`config.mk`:
```
export PLATFORM = sky130hd
export DESIGN_NAME = nr_divider
export DESIGN_NICKNAME = d
export VERILOG_FILES = /design/src/rtl/nrdiv_pkg.sv /design/src/rtl/nrdiv_ctrl.sv /design/src/rtl/nrdiv_step.sv /design/src/rtl/nrdiv_result.sv /design/src/rtl/nr_divider.sv
export SDC_FILE = /design/constraint.sdc
export NUM_CORES = 1
export LEC_CHECK = 0
export BUFFER_PORTS_ARGS = -buffer_cell sky130_fd_sc_hd__buf_2
export CAP_MARGIN = 20
export CORE_ASPECT_RATIO = 1.4
export CORE_MARGIN = 5
export CORE_UTILIZATION = 55
export DETAILED_ROUTE_END_ITERATION = 16
export PLACE_DENSITY = 0.79
export SETUP_SLACK_MARGIN = 0.02
export SYNTH_ARGS = -nofsm -noshare
export SYNTH_HDL_FRONTEND = slang
export SYNTH_SLANG_ARGS = --single-unit
```
`constraint.sdc`:
```
create_clock -name clk -period 10 [get_ports clk]
set_input_delay 2 -clock clk [delete_from_list [all_inputs] [get_ports clk]]
set_output_delay 2 -clock clk [all_outputs]
set_load 0.005 [all_outputs]
```
`src/rtl/nrdiv_pkg.sv`:
```
package nrdiv_pkg;

    typedef enum logic [1:0] {
        ST_IDLE = 2'b00,
        ST_STEP = 2'b01,
        ST_FIX  = 2'b10
    } div_state_e;

    // Operation code field positions
    localparam int unsigned OPC_REM_BIT = 1;
    localparam int unsigned OPC_UNS_BIT = 0;

endpackage

```
`src/rtl/nrdiv_ctrl.sv`:
```
module nrdiv_ctrl
    import nrdiv_pkg::*;
#(
    parameter int unsigned CNT_W = 31
) (
    input  logic       clk,
    input  logic       rst_n,
    input  logic       valid_i,
    input  logic       go_i,
    input  logic       fix_req_i,
    output div_state_e state_o,
    output logic       last_o,
    output logic       ready_o,
    output logic       adv_o
);

    localparam logic [CNT_W-1:0] CNT_INIT = {1'b1, {(CNT_W-1){1'b0}}};

    div_state_e       state_q;
    div_state_e       state_d;
    logic [CNT_W-1:0] cnt_q;
    logic             start;

    assign start   = valid_i & go_i;
    assign last_o  = cnt_q[0];
    assign adv_o   = valid_i & ~ready_o;
    assign state_o = state_q;

    // State register
    always_ff @(posedge clk or negedge rst_n) begin
        if (!rst_n) begin
            state_q <= ST_IDLE;
        end else begin
            state_q <= state_d;
        end
    end

    // Next state
    always_comb begin
        state_d = ST_IDLE;
        if (valid_i) begin
            unique case (state_q)
                ST_IDLE: state_d = start ? ST_STEP : ST_IDLE;
                ST_STEP: state_d = !last_o  ? ST_STEP
                                 : fix_req_i ? ST_FIX
                                             : ST_IDLE;
                ST_FIX:  state_d = ST_IDLE;
                default: state_d = ST_IDLE;
            endcase
        end
    end

    // Outputs
    always_comb begin
        ready_o = 1'b1;
        unique case (state_q)
            ST_IDLE: ready_o = ~start;
            ST_STEP: ready_o = last_o & ~fix_req_i;
            ST_FIX:  ready_o = 1'b1;
            default: ready_o = 1'b1;
        endcase
    end

    // One-hot step counter
    always_ff @(posedge clk or negedge rst_n) begin
        if (!rst_n) begin
            cnt_q <= CNT_INIT;
        end else if (adv_o) begin
            cnt_q <= (state_q == ST_IDLE) ? CNT_INIT : (cnt_q >> 1);
        end
    end


    fix_to_idle_chk: assert property (@(posedge clk) disable iff (!rst_n)
        state_q == ST_FIX |=> state_q == ST_IDLE);


    cnt_onehot_chk: assert property (@(posedge clk) disable iff (!rst_n)
        $onehot0(cnt_q));


    early_ready_low_chk: assert property (@(posedge clk) disable iff (!rst_n)
        (state_q == ST_STEP && !last_o) |-> !ready_o);


    abort_idle_chk: assert property (@(posedge clk) disable iff (!rst_n)
        (state_q != ST_IDLE && !valid_i) |=> state_q == ST_IDLE);

endmodule

```
`src/rtl/nrdiv_step.sv`:
```
module nrdiv_step
    import nrdiv_pkg::*;
#(
    parameter int unsigned DATA_W = 32
) (
    input  div_state_e        state_i,
    input  logic [1:0]        op_code_i,
    input  logic [DATA_W-1:0] dividend_i,
    input  logic [DATA_W-1:0] divisor_i,
    input  logic [DATA_W-1:0] rem_q_i,
    input  logic              carry_q_i,
    input  logic [DATA_W-1:0] quo_q_i,
    input  logic [DATA_W-1:0] dlo_q_i,
    output logic [DATA_W-1:0] rem_d_o,
    output logic              carry_d_o,
    output logic [DATA_W-1:0] quo_d_o,
    output logic [DATA_W-1:0] dlo_d_o,
    output logic              fix_req_o
);

    localparam int unsigned MSB = DATA_W - 1;

    logic          is_uns;
    logic          is_rem;
    logic          dvd_neg;
    logic          dsr_neg;
    logic          flip;
    logic          keep_sign;
    logic          do_sub;
    logic          qbit;
    logic [DATA_W:0] acc;
    logic [DATA_W:0] dsr_ext;
    logic [DATA_W:0] sum;

    assign is_uns  = op_code_i[OPC_UNS_BIT];
    assign is_rem  = op_code_i[OPC_REM_BIT];
    assign dvd_neg = ~is_uns & dividend_i[MSB];
    assign dsr_neg = ~is_uns & divisor_i[MSB];
    assign flip    = ~is_uns & (dividend_i[MSB] ^ divisor_i[MSB]);
    assign dsr_ext = {dsr_neg, divisor_i};

    // Partial remainder source and add/sub selection
    always_comb begin
        acc       = '0;
        keep_sign = 1'b0;
        dlo_d_o   = dlo_q_i;
        unique case (state_i)
            ST_IDLE: begin
                acc       = {{DATA_W{dvd_neg}}, dividend_i[MSB]};
                keep_sign = 1'b0;
                dlo_d_o   = dividend_i << 1;
            end
            ST_STEP: begin
                acc       = {rem_q_i, dlo_q_i[MSB]};
                keep_sign = ~quo_q_i[0];
                dlo_d_o   = dlo_q_i << 1;
            end
            ST_FIX: begin
                acc       = {1'b0, rem_q_i};
                keep_sign = dvd_neg ^ carry_q_i;
                dlo_d_o   = dlo_q_i;
            end
            default: begin
                acc       = '0;
                keep_sign = 1'b0;
                dlo_d_o   = dlo_q_i;
            end
        endcase
    end

    assign do_sub = ~flip ^ keep_sign;
    assign sum    = do_sub ? (acc - dsr_ext) : (acc + dsr_ext);

    assign rem_d_o   = sum[MSB:0];
    assign carry_d_o = sum[DATA_W];

    // Quotient bit, including the exact-multiple case for negative dividends
    assign qbit = ~(dvd_neg ^ sum[DATA_W])
                | (dvd_neg & (sum == '0) & (dlo_d_o == '0));

    always_comb begin
        quo_d_o = quo_q_i;
        unique case (state_i)
            ST_IDLE: quo_d_o = {{(DATA_W-1){1'b0}}, qbit};
            ST_STEP: quo_d_o = {quo_q_i[MSB-1:0], qbit};
            ST_FIX:  quo_d_o = quo_q_i;
            default: quo_d_o = quo_q_i;
        endcase
    end

    // Correction needed after the final step
    assign fix_req_o = (~is_rem & ~is_uns & (dividend_i[MSB] ^ divisor_i[MSB]))
                     | (is_rem & (|sum[MSB:0]) & (dvd_neg ^ sum[DATA_W]));

endmodule

```
`src/rtl/nrdiv_result.sv`:
```
module nrdiv_result
    import nrdiv_pkg::*;
#(
    parameter int unsigned DATA_W = 32
) (
    input  div_state_e        state_i,
    input  logic [1:0]        op_code_i,
    input  logic [DATA_W-1:0] dividend_i,
    input  logic [DATA_W-1:0] divisor_i,
    input  logic [DATA_W-1:0] rem_d_i,
    input  logic [DATA_W-1:0] quo_d_i,
    input  logic [DATA_W-1:0] quo_q_i,
    output logic [DATA_W-1:0] result_o
);

    logic is_rem;

    assign is_rem = op_code_i[OPC_REM_BIT];

    always_comb begin
        result_o = '0;
        unique case (state_i)
            ST_IDLE: result_o = ((|divisor_i) | is_rem) ? dividend_i : '1;
            ST_STEP: result_o = is_rem ? rem_d_i : quo_d_i;
            ST_FIX:  result_o = is_rem ? rem_d_i : (~quo_q_i + 1'b1);
            default: result_o = '0;
        endcase
    end

endmodule

```
`src/rtl/nr_divider.sv`:
```
module nr_divider
    import nrdiv_pkg::*;
#(
    parameter int unsigned DATA_W = 32
) (
    input  logic              clk,
    input  logic              rst_n,
    input  logic              cmd_valid_i,
    input  logic [1:0]        op_code_i,
    input  logic [DATA_W-1:0] dividend_i,
    input  logic [DATA_W-1:0] divisor_i,
    output logic [DATA_W-1:0] result_o,
    output logic              result_ready_o
);

    localparam int unsigned CNT_W = DATA_W - 1;

    div_state_e        state;
    logic              last;
    logic              adv;
    logic              fix_req;
    logic              go;
    logic [DATA_W-1:0] rem_q, rem_d;
    logic              carry_q, carry_d;
    logic [DATA_W-1:0] quo_q, quo_d;
    logic [DATA_W-1:0] dlo_q, dlo_d;

    assign go = (|dividend_i) & (|divisor_i);

    nrdiv_ctrl #(.CNT_W(CNT_W)) u_ctrl (
        .clk       (clk),
        .rst_n     (rst_n),
        .valid_i   (cmd_valid_i),
        .go_i      (go),
        .fix_req_i (fix_req),
        .state_o   (state),
        .last_o    (last),
        .ready_o   (result_ready_o),
        .adv_o     (adv)
    );

    nrdiv_step #(.DATA_W(DATA_W)) u_step (
        .state_i    (state),
        .op_code_i  (op_code_i),
        .dividend_i (dividend_i),
        .divisor_i  (divisor_i),
        .rem_q_i    (rem_q),
        .carry_q_i  (carry_q),
        .quo_q_i    (quo_q),
        .dlo_q_i    (dlo_q),
        .rem_d_o    (rem_d),
        .carry_d_o  (carry_d),
        .quo_d_o    (quo_d),
        .dlo_d_o    (dlo_d),
        .fix_req_o  (fix_req)
    );

    nrdiv_result #(.DATA_W(DATA_W)) u_result (
        .state_i    (state),
        .op_code_i  (op_code_i),
        .dividend_i (dividend_i),
        .divisor_i  (divisor_i),
        .rem_d_i    (rem_d),
        .quo_d_i    (quo_d),
        .quo_q_i    (quo_q),
        .result_o   (result_o)
    );

    // Working registers: partial remainder with carry, quotient, dividend tail
    always_ff @(posedge clk or negedge rst_n) begin
        if (!rst_n) begin
            rem_q   <= '0;
            carry_q <= 1'b0;
            quo_q   <= '0;
            dlo_q   <= '0;
        end else if (adv) begin
            rem_q   <= rem_d;
            carry_q <= carry_d;
            quo_q   <= quo_d;
            dlo_q   <= dlo_d;
        end
    end


    zero_divisor_quo_chk: assert property (@(posedge clk) disable iff (!rst_n)
        (state == ST_IDLE && cmd_valid_i && divisor_i == '0 && !op_code_i[OPC_REM_BIT])
            |-> (result_ready_o && result_o == '1));


    start_step_chk: assert property (@(posedge clk) disable iff (!rst_n)
        (state == ST_IDLE && cmd_valid_i && dividend_i != '0 && divisor_i != '0)
            |=> state == ST_STEP);


    idle_ready_chk: assert property (@(posedge clk) disable iff (!rst_n)
        (state == ST_IDLE && !cmd_valid_i) |-> result_ready_o);

endmodule

```
==> implementation parameters <==
Parameter                              Value

Critical path
  Largest fanout on the critical path ... 6
  Type of the setup path with the least slack ... input port to output port
  Crit path largest cell delay ... 0.57 ns
  Logic depth of the worst setup path including buffers ... 20
  Required time worst endpoint ... 8.00 ns
  CP Cell Sequence ... buf_2 > or4_4 > or4_1 > or3_1 > or3_1 > nor2_1 > a21oi_1 > xnor2_1 > ha_1 > nand2_1 > or3_1 > a21oi_1 > nor2_1 > o21ai_0 > xor2_1 > or4_1 > nor4_1 > o311ai_0 > a41oi_1 > buf_2
  Critical Path Start Type ... input port
  Capturing element type of the critical path ... output port
  Slowest library cell on the worst path ... sky130_fd_sc_hd__or4_4
  CP delay by family, top ... simple AND/OR/NAND/NOR gates
  Buf+Inv Stages, Crit Path ... 2
  Worst Reg2Reg Path Length in Cells ... 20
  Most common cell type on the critical path ... sky130_fd_sc_hd__or3_1
  Worst Path Arrival ... 7.68 ns

CTS
  Num CTS Buffers ... 17
  Count of H-tree levels built during CTS ... 4
  Clock Latency Late Sink ... 0.43 ns
  Number of setup buffers added after CTS ... 0
  Master cell of the clock root buffer ... sky130_fd_sc_hd__clkbuf_16
  Hold-fix buffers at CTS ... 0
  Number of gates resized after cts ... 0
  Number of buffers on the longest clock path ... 2
  Sinks on Clock Net ... 130
  Clock tree from TritonCTS ... done
  Post-CTS clock slew at the launch and capture registers of the worst setup and hold paths ... 0.07 ns

Synth
  Flop and latch count out of synthesis ... 130
  Yosys Warn Count ... 0
  Syn nets ... 1,374
  Commonest cells in the synthesized netlist ... sky130_fd_sc_hd__a21oi_1 (132), sky130_fd_sc_hd__dfrtp_1 (129), sky130_fd_sc_hd__nand2_1 (109)
  Average cell area after synthesis ... 8.47 µm²
  Most numerous cell in the Yosys netlist ... sky130_fd_sc_hd__a21oi_1
  Post-Syn Instances ... 1,266
  Dominant cell type by area after synthesis ... sky130_fd_sc_hd__dfrtp_1
  Async set-reset flop share out of synthesis ... 100%
  Most frequently used flop master after synthesis ... sky130_fd_sc_hd__dfrtp_1
  Sequential area share after synthesis ... 30.4%
  Number of synthesized flops with an enable pin ... 0
  Yosys top cell area share ... 30.1%
  Number of library cell types mapped by synthesis ... 75
  Netlist area before placement ... 10,700 µm²
  Top cells by area in the synthesized netlist ... sky130_fd_sc_hd__dfrtp_1 (30%), sky130_fd_sc_hd__mux2_1 (6.8%), sky130_fd_sc_hd__a21oi_1 (6.2%)

Timing
  Worst-case clock skew ... 0.0122 ns
  Total of endpoints with negative setup slack in the final report ... 0
  Least-Margin Pin Slew ... 1.02 ns
  Fin Hold WS ... 0.484 ns
  Worst slew slack as a fraction of its limit ... 32.2%
  Hold Fails Final Rpt ... 0
  Portion of the clock cycle consumed by the worst path in the final layout ... 96.8%
  Setup_tns ... 0 ns
  RSZ-0062 raised after global routing ... no
  Slew Viols, Final ... 0
  Final period demand of the worst path ... 9.68 ns
  Max Clock Freq ... 103 MHz

Pwr
  Register share of total power ... 28.8%
  VDD IR max ... 0.106 mV
  Proportion of power drawn by the clock network ... 24.0%
  Share of total power in combinational logic ... 47.2%
  Net Switching ... 1120 µW
  Pwr dens ... 215 nW/µm²
  Power Total ... 2560 µW
  Switching Share ... 44.0%
  Leak pwr ... 0.00506 µW
  Cell-internal power ... 1430 µW

Final layout
  Fraction of layout instances using a drive strength above 1 ... 13.4%
  Area of all placed cells without fillers ... 11,900 µm²
  Layout Nets ... 1,421
  Total of fill cells in the finished design ... 1,736
  Count of antenna diodes in the layout ... 0
  Layout-stage area growth over the synthesis result ... 10.9%
  Final Instance Count excl. Fillers ... 1,574

Global route
  GRT Util Overall ... 29.6%
  Number of antenna violations at the first check in global routing ... 1
  Number of global-route vias before repair ... 10,000
  First-pass GRT wire length ... 53,400 µm
  Overflow left after global routing ... 0
  Largest net degree at the start of global routing ... 79

Status
  Run status ... completed

Floorplanning
  Die width ... 128 µm
  I/O pin cnt ... 102
  Num rows ... 60
  Die boundary height ... 175 µm
  Initial core utilization ... 55.8%
  Die Outline Area ... 22,400 µm²
  Floorplan Core Area ... 19,200 µm²

Placement
  Port buffer count ... 101
  DP Cell Count ... 1,541
  Routability congestion estimate ... 0.965
  Estimated wirelength of the detail-placed design ... 24,300 µm
  Post-Place Cell Area ... 11,300 µm²

Detailed routing
  Overall via count from detail_route ... 10,400
  TritonRoute pass-1 iters ... 6
  DRT Wirelength ... 33,700 µm
  First DRT Iteration DRCs ... 1,367
  Count of unresolved DRC violations after routing ... 0
  Vias per cell ... 6.63
  WL per Instance ... 21.4 µm
  Routed Antenna Nets ... 0

Job
  Maxcap violations ... 0

Min path
  Worst hold path depth ... 1
  Class of the tightest hold or removal check ... flip-flop to flip-flop
## worst register-to-register path, cell delays in order (launching register included)
cell and delay [ns]:
sky130_fd_sc_hd__dfrtp_1 0.41, sky130_fd_sc_hd__inv_1 0.17, sky130_fd_sc_hd__ha_4 0.56, sky130_fd_sc_hd__clkinv_1 0.52, sky130_fd_sc_hd__o221ai_1 0.36, sky130_fd_sc_hd__nand3_1 0.40
sky130_fd_sc_hd__mux2i_1 0.47, sky130_fd_sc_hd__ha_1 0.18, sky130_fd_sc_hd__nor2b_1 0.16, sky130_fd_sc_hd__o2111ai_1 0.20, sky130_fd_sc_hd__a211o_2 0.45, sky130_fd_sc_hd__a2111oi_4 0.37
sky130_fd_sc_hd__nor3_1 0.12, sky130_fd_sc_hd__nor3_1 0.24, sky130_fd_sc_hd__xor2_1 0.17, sky130_fd_sc_hd__or4_1 0.60, sky130_fd_sc_hd__or4_2 0.66, sky130_fd_sc_hd__buf_4 0.35
sky130_fd_sc_hd__nand2_4 0.62, sky130_fd_sc_hd__buf_4 0.37, sky130_fd_sc_hd__mux2_1 0.34
## worst paths after layout
check	from	to	slack (ns)
min	u_ctrl.cnt_q[25]	u_ctrl.cnt_q[25]	0.48
max in group asynchronous	rst_n	dlo_q[0]	6.89
min reg2reg	u_ctrl.cnt_q[25]	u_ctrl.cnt_q[25]	0.48
max	divisor_i[6]	result_o[0]	0.32
max reg2reg	u_ctrl.state_o[1]	dlo_q[30]	2.16
min in group asynchronous	rst_n	rem_q[7]	1.73
## sequential cells by signal, indices dropped and copies added, names as in the netlist
signal          count
quo_q              32
u_ctrl.state_o      2
carry_q             1
u_ctrl.cnt_q       31
rem_q              32
dlo_q              32
## kinds of logic after synthesis
family          after synthesis  synth area share (%)
xor+xnor                     91                  7.57
buf+inv                     137                  5.46
mux                         101                  10.2
compound gates              404                  24.5
flops                       130                  30.4
fa+ha+maj                    39                  4.62
simple gates                364                  17.3
## stage by stage
stage	setup slack [ns]	util [%]
finish	0.324	61.8
global placement	0.479	58.9
detailed placement	0.398	58.9
global route	0.0459	61.8
CTS	0.391	61.8
floorplan	1.10	-
## power groups by stage
| stage | Sequential (µW) | Combinational [µW] | Clock (µW) |
|---|---|---|---|
| after floorplan | 702 | 857 | 0 |
| after global routing | 748 | 1320 | 639 |
| after detailed placement | 740 | 1180 | 0 |
| final | 737 | 1210 | 613 |
| after CTS | 733 | 1180 | 613 |
| after global placement | 739 | 1160 | 0 |
## layer usage
layer,part of all wire (%),global-route usage (%),up-vias
met2,48,49.1,520
li1,-,-,4821
met5,0.039,0,-
met4,4.8,13.7,2
met1,39,37.9,4981
met3,7.9,4.37,110
## cell type report
class	count	area, µm²	area share [%]
inverter	45	169	1.42
clock inverter	15	135	1.14
tap	248	310	2.61
clock buffer	17	425	3.58
timing repair buffer	120	667	5.61
sequential	130	3250	27.4
multi-input combinational	999	6920	58.3
## cells in the final DEF (no fill, tap or decap), drive strengths merged, types with 56 or more instances in the layout
master,count
a21oi,133
nand2,110
dfrtp,129
mux2,66
o21ai,63
inv,56
buf,120
a22oi,65
xnor2,63
nor2,66
(Power assumes the default switching activity.)
